## config.mk

```make
export PLATFORM = sky130hd
export DESIGN_NAME = drum_seek_unit
export DESIGN_NICKNAME = d
export VERILOG_FILES = /design/src/rtl/drum_seek_pkg.sv /design/src/rtl/drum_seek_ctrl.sv /design/src/rtl/drum_seek_dp.sv /design/src/rtl/drum_seek_unit.sv
export SDC_FILE = /design/constraint.sdc
export NUM_CORES = 1
export LEC_CHECK = 0
export BUFFER_PORTS_ARGS = -buffer_cell sky130_fd_sc_hd__buf_4
export CAP_MARGIN = 20
export CORE_AREA = 2 2 39 41
export CTS_BUF_LIST = sky130_fd_sc_hd__clkbuf_8
export DETAILED_ROUTE_END_ITERATION = 8
export DIE_AREA = 0 0 41 43
export PLACE_DENSITY_LB_ADDON = 0.12
export SLEW_MARGIN = 30
export SYNTH_ARGS = -nofsm -noshare
export SYNTH_HDL_FRONTEND = slang
export SYNTH_SLANG_ARGS = --single-unit
```

## constraint.sdc

```tcl
create_clock -name clk -period 1.15 [get_ports clk]
set_input_delay 0.115 -clock clk [delete_from_list [all_inputs] [get_ports clk]]
set_output_delay 0.115 -clock clk [all_outputs]
set_load 0.01 [all_outputs]
```

## src/rtl/drum_seek_pkg.sv

```systemverilog
package drum_seek_pkg;
  // Strobes passed from the sequencing logic to the datapath
  typedef struct packed {
    logic kPreset;   // force the match flag to 1
    logic kCompare;  // compare the announcement with the address digit
    logic trkShift;  // advance the track latch by one stage
    logic srcInstr;  // take address digits from the instruction stream
  } seekStrobes_t;
endpackage

```

## src/rtl/drum_seek_ctrl.sv

```systemverilog
module drum_seek_ctrl
  import drum_seek_pkg::*;
(
  input  logic         searchActive,
  input  logic         phaseSel,
  input  logic         winSector,
  input  logic         winTrack,
  input  logic         wordEnd,
  input  logic         matchFlag,
  output seekStrobes_t strb,
  output logic         seekDone
);
  always_comb begin
    strb.kPreset  = wordEnd;
    strb.kCompare = searchActive & winSector & ~wordEnd;
    strb.trkShift = searchActive & winTrack;
    strb.srcInstr = phaseSel;
  end

  // The flag is sampled in the word-end digit before that digit's preset lands
  assign seekDone = searchActive & wordEnd & matchFlag;
endmodule

```

## src/rtl/drum_seek_dp.sv

```systemverilog
module drum_seek_dp
  import drum_seek_pkg::*;
#(
  parameter int TRK_W = 6
) (
  input  logic             clk,
  input  logic             rstN,
  input  seekStrobes_t     strb,
  input  logic             digitCtr,
  input  logic             digitInstr,
  input  logic             announce,
  output logic             matchFlag,
  output logic [TRK_W-1:0] trackBits
);
  localparam int LAST = TRK_W - 1;

  logic             addrDigit;
  logic             kReg;
  logic [TRK_W-1:0] stage;  // stage[0] takes the incoming digit

  assign addrDigit = strb.srcInstr ? digitInstr : digitCtr;

  always_ff @(posedge clk) begin
    if (!rstN)                                  kReg <= 1'b0;
    else if (strb.kPreset)                      kReg <= 1'b1;
    else if (strb.kCompare && (announce != addrDigit)) kReg <= 1'b0;
  end

  always_ff @(posedge clk) begin
    if (!rstN)              stage[0] <= 1'b0;
    else if (strb.trkShift) stage[0] <= addrDigit;
  end

  for (genvar s = 1; s < TRK_W; s++) begin : g_stage
    always_ff @(posedge clk) begin
      if (!rstN)              stage[s] <= 1'b0;
      else if (strb.trkShift) stage[s] <= stage[s-1];
    end
  end

  // The digit that went in first sits in the last stage: it is the LSB
  for (genvar b = 0; b < TRK_W; b++) begin : g_out
    assign trackBits[b] = stage[LAST-b];
  end

  assign matchFlag = kReg;
endmodule

```

## src/rtl/drum_seek_unit.sv

```systemverilog
module drum_seek_unit
  import drum_seek_pkg::*;
#(
  parameter int TRK_W = 6
) (
  input  logic             clk,
  input  logic             rstN,
  input  logic             searchActive,
  input  logic             phaseSel,
  input  logic             digitCtr,
  input  logic             digitInstr,
  input  logic             announce,
  input  logic             winSector,
  input  logic             winTrack,
  input  logic             wordEnd,
  output logic             matchFlag,
  output logic             seekDone,
  output logic [TRK_W-1:0] trackBits
);
  seekStrobes_t strb;

  drum_seek_ctrl u_ctrl (
    .searchActive(searchActive),
    .phaseSel    (phaseSel),
    .winSector   (winSector),
    .winTrack    (winTrack),
    .wordEnd     (wordEnd),
    .matchFlag   (matchFlag),
    .strb        (strb),
    .seekDone    (seekDone)
  );

  drum_seek_dp #(.TRK_W(TRK_W)) u_dp (
    .clk       (clk),
    .rstN      (rstN),
    .strb      (strb),
    .digitCtr  (digitCtr),
    .digitInstr(digitInstr),
    .announce  (announce),
    .matchFlag (matchFlag),
    .trackBits (trackBits)
  );
endmodule

```

==> metrics.cfg <==
[critical_path]
r2r_slack_ns=0.44
slowest_stage=dfxtp_1
required_ns=1.03
worstSetupPathType=flop to output port
critPathMaxFanout=3
worstSetupEndpointType=output port
max_stage_delay_ns=0.34
cp-start-kind=flop
worst_ep_arrival_time_ns=0.84
path_cells=and3_1 -> buf_4

[drt]
vias=314
drt_iter0_markers=3
routedWlPerCell_um=9.54
drt_pass1_iterations=2
route.detailed.drc=0
postRouteAntennaNets=0
vias_per_cell=4.49
drt-total-wl_um=668

[placed_design]
post-place-ws_ns=0.232
place_hpwl_um=509
placement.io_buffers=17
dp.cells=66
place_congestion=0.569

[sta]
hold_viol=0
rsz0062_at_grt=no
fmax_mhz=1040
report.final.slew_viol_count=0
tightestPinTransition_ns=0.224
period_share_pct=83.4
setup_viol=0
slew_headroom_pct=84.6
fin_ws_ns=0.191
fin_skew_ns=0.000258
setup_tns_ns=0
min_period_ns=0.959

[cells_and_area]
num_antenna_cells=0
syn2layout_area_growth_pct=60.8
fillers=153
nets=65
drive_above_1_share_pct=38.9
fin_cells=70
postLayoutCoreUtil_pct=34.4

[grt]
grt_pass1_vias=309
antenna_found_initial=0
overflow=0
grt_pass1_wl_um=1170
grt_start_max_net_pins=11
grt_usage_pct=10.2

[power_and_ir_drop]
pwr_density_cell_mw_per_mm2=1390
peakVddDrop_uv=598
p_leak_nw=0.215
totalPowerFinal_w=0.000662

[clocking]
root_buffer=clkbuf_8
htreeDepth=1
cts_resized=0
cts.clk_slew.worst_paths_ns=0.04
post_cts_buffers=0
clk_latency_ns=0.22
cts_buffers=3
cts_tree=built
cts_hold_buf=0
clock_sinks=7
cts_buffer_depth=2

[die]
rows=14
die_h_um=43
core_area_sq_mm=0.00138
die-area_sq_mm=0.00176
start_util_pct=21.4
io_pins=18
die_x_um=41

[yosys]
ys_seq_area_share_pct=47.3
ys.warnings.count=0
syn-cell-area_sq_um=297
ys_types=15
synth_fp_nets=45
ys_ff_latch=7
syn_area_per_cell_sq_um=8.47
syn-instance-count=35

[hold_path]
hold_path.class=primary input to flop

[run_status]
outcome=complete, no violations

[run]
drv_cap=0

[cell usage in the layout, fill, tap and decap left out]
cell type	Yosys	layout
a21oi_1	6	6
a311oi_1	1	1
and3_1	1	1
buf_4	1	17
clkbuf_8	0	3
dfxtp_1	7	7
inv_1	1	2
mux2i_1	1	1
nand2_1	6	6
nand2_4	1	1
nand3_1	5	5
nor3_1	1	1
nor4_1	1	1
nor4bb_1	1	1
o21ai_0	1	1
[cells in the mapped netlist]
cell type | n | share of area (%)
nor4bb_1 | 1 | 3.4
nand2_1 | 6 | 7.6
nand3_1 | 5 | 8.4
o21ai_0 | 1 | 1.7
dfxtp_1 | 7 | 47
nand2_4 | 1 | 3.8
a21oi_1 | 6 | 10
nor4_1 | 1 | 2.1
inv_1 | 1 | 1.3
a311oi_1 | 1 | 3.0
buf_4 | 1 | 2.5
mux2i_1 | 1 | 3.4
nor3_1 | 1 | 1.7
buf_2 | 1 | 1.7
and3_1 | 1 | 2.1
[cell families after synthesis]
| group | share of synthesized area (%) |
|---|---|
| AND/OR/NAND/NOR | 29.1 |
| AO/OA/AOI/OAI | 14.8 |
| flip-flops | 47.3 |
| buffers and inverters | 5.48 |
| multiplexers | 3.38 |
[report_power, final]
group          leakage (nW)  switching (W)  internal (W)
Sequential           0.0569     0.00000471      0.000250
Combinational         0.131      0.0000337     0.0000385
Clock                0.0269       0.000104      0.000230
Total                 0.215       0.000142      0.000519
[metrics by stage]
stage	hold slack [ns]	cell area [sq um]
4_1_cts	0.150	477
6_report	0.155	477
5_1_grt	0.165	477
3_5_place_dp	0.388	432
2_1_floorplan	0.256	297
3_3_place_gp	0.394	432
[state kept, by name (all words and copies together), names as in the netlist]
name,cells
u_dp.trackBits,6
u_dp.matchFlag,1
[worst max-delay path: cells and delay by family, from the launching register on]
family        cells  cell delay, ns
simple gates      1            0.16
buf+inv           1            0.11
flops             1            0.34
[final cells by class]
class | count | area, sq um | area share (%)
flip-flops and latches | 7 | 140 | 29.4
clock buffers | 3 | 41.3 | 8.66
inverters | 1 | 3.75 | 0.787
clock inverters | 1 | 3.75 | 0.787
multi-input cells | 25 | 140 | 29.4
well taps | 16 | 20.0 | 4.20
repair buffers | 17 | 128 | 26.8
[layer usage]
| metal | GRT usage [%] | part of all wire [%] | up-vias |
|---|---|---|---|
| li1 | - | - | 164 |
| met1 | 10.3 | 44 | 135 |
| met2 | 14.7 | 43 | 15 |
| met3 | 8.38 | 13 | 0 |
| met4 | 4.00 | 0 | 0 |
| met5 | 0 | 0 | - |
[path summary, 6_finish.rpt]
kind                     startpoint                 to  cells past startpoint
setup reg to reg  u_dp.trackBits[5]  u_dp.trackBits[5]                      2
hold / removal                 rstN     u_dp.matchFlag                      3
hold reg to reg   u_dp.trackBits[0]  u_dp.trackBits[0]                      2
setup / recovery     u_dp.matchFlag           seekDone                      2
(Power assumes the default switching activity.)
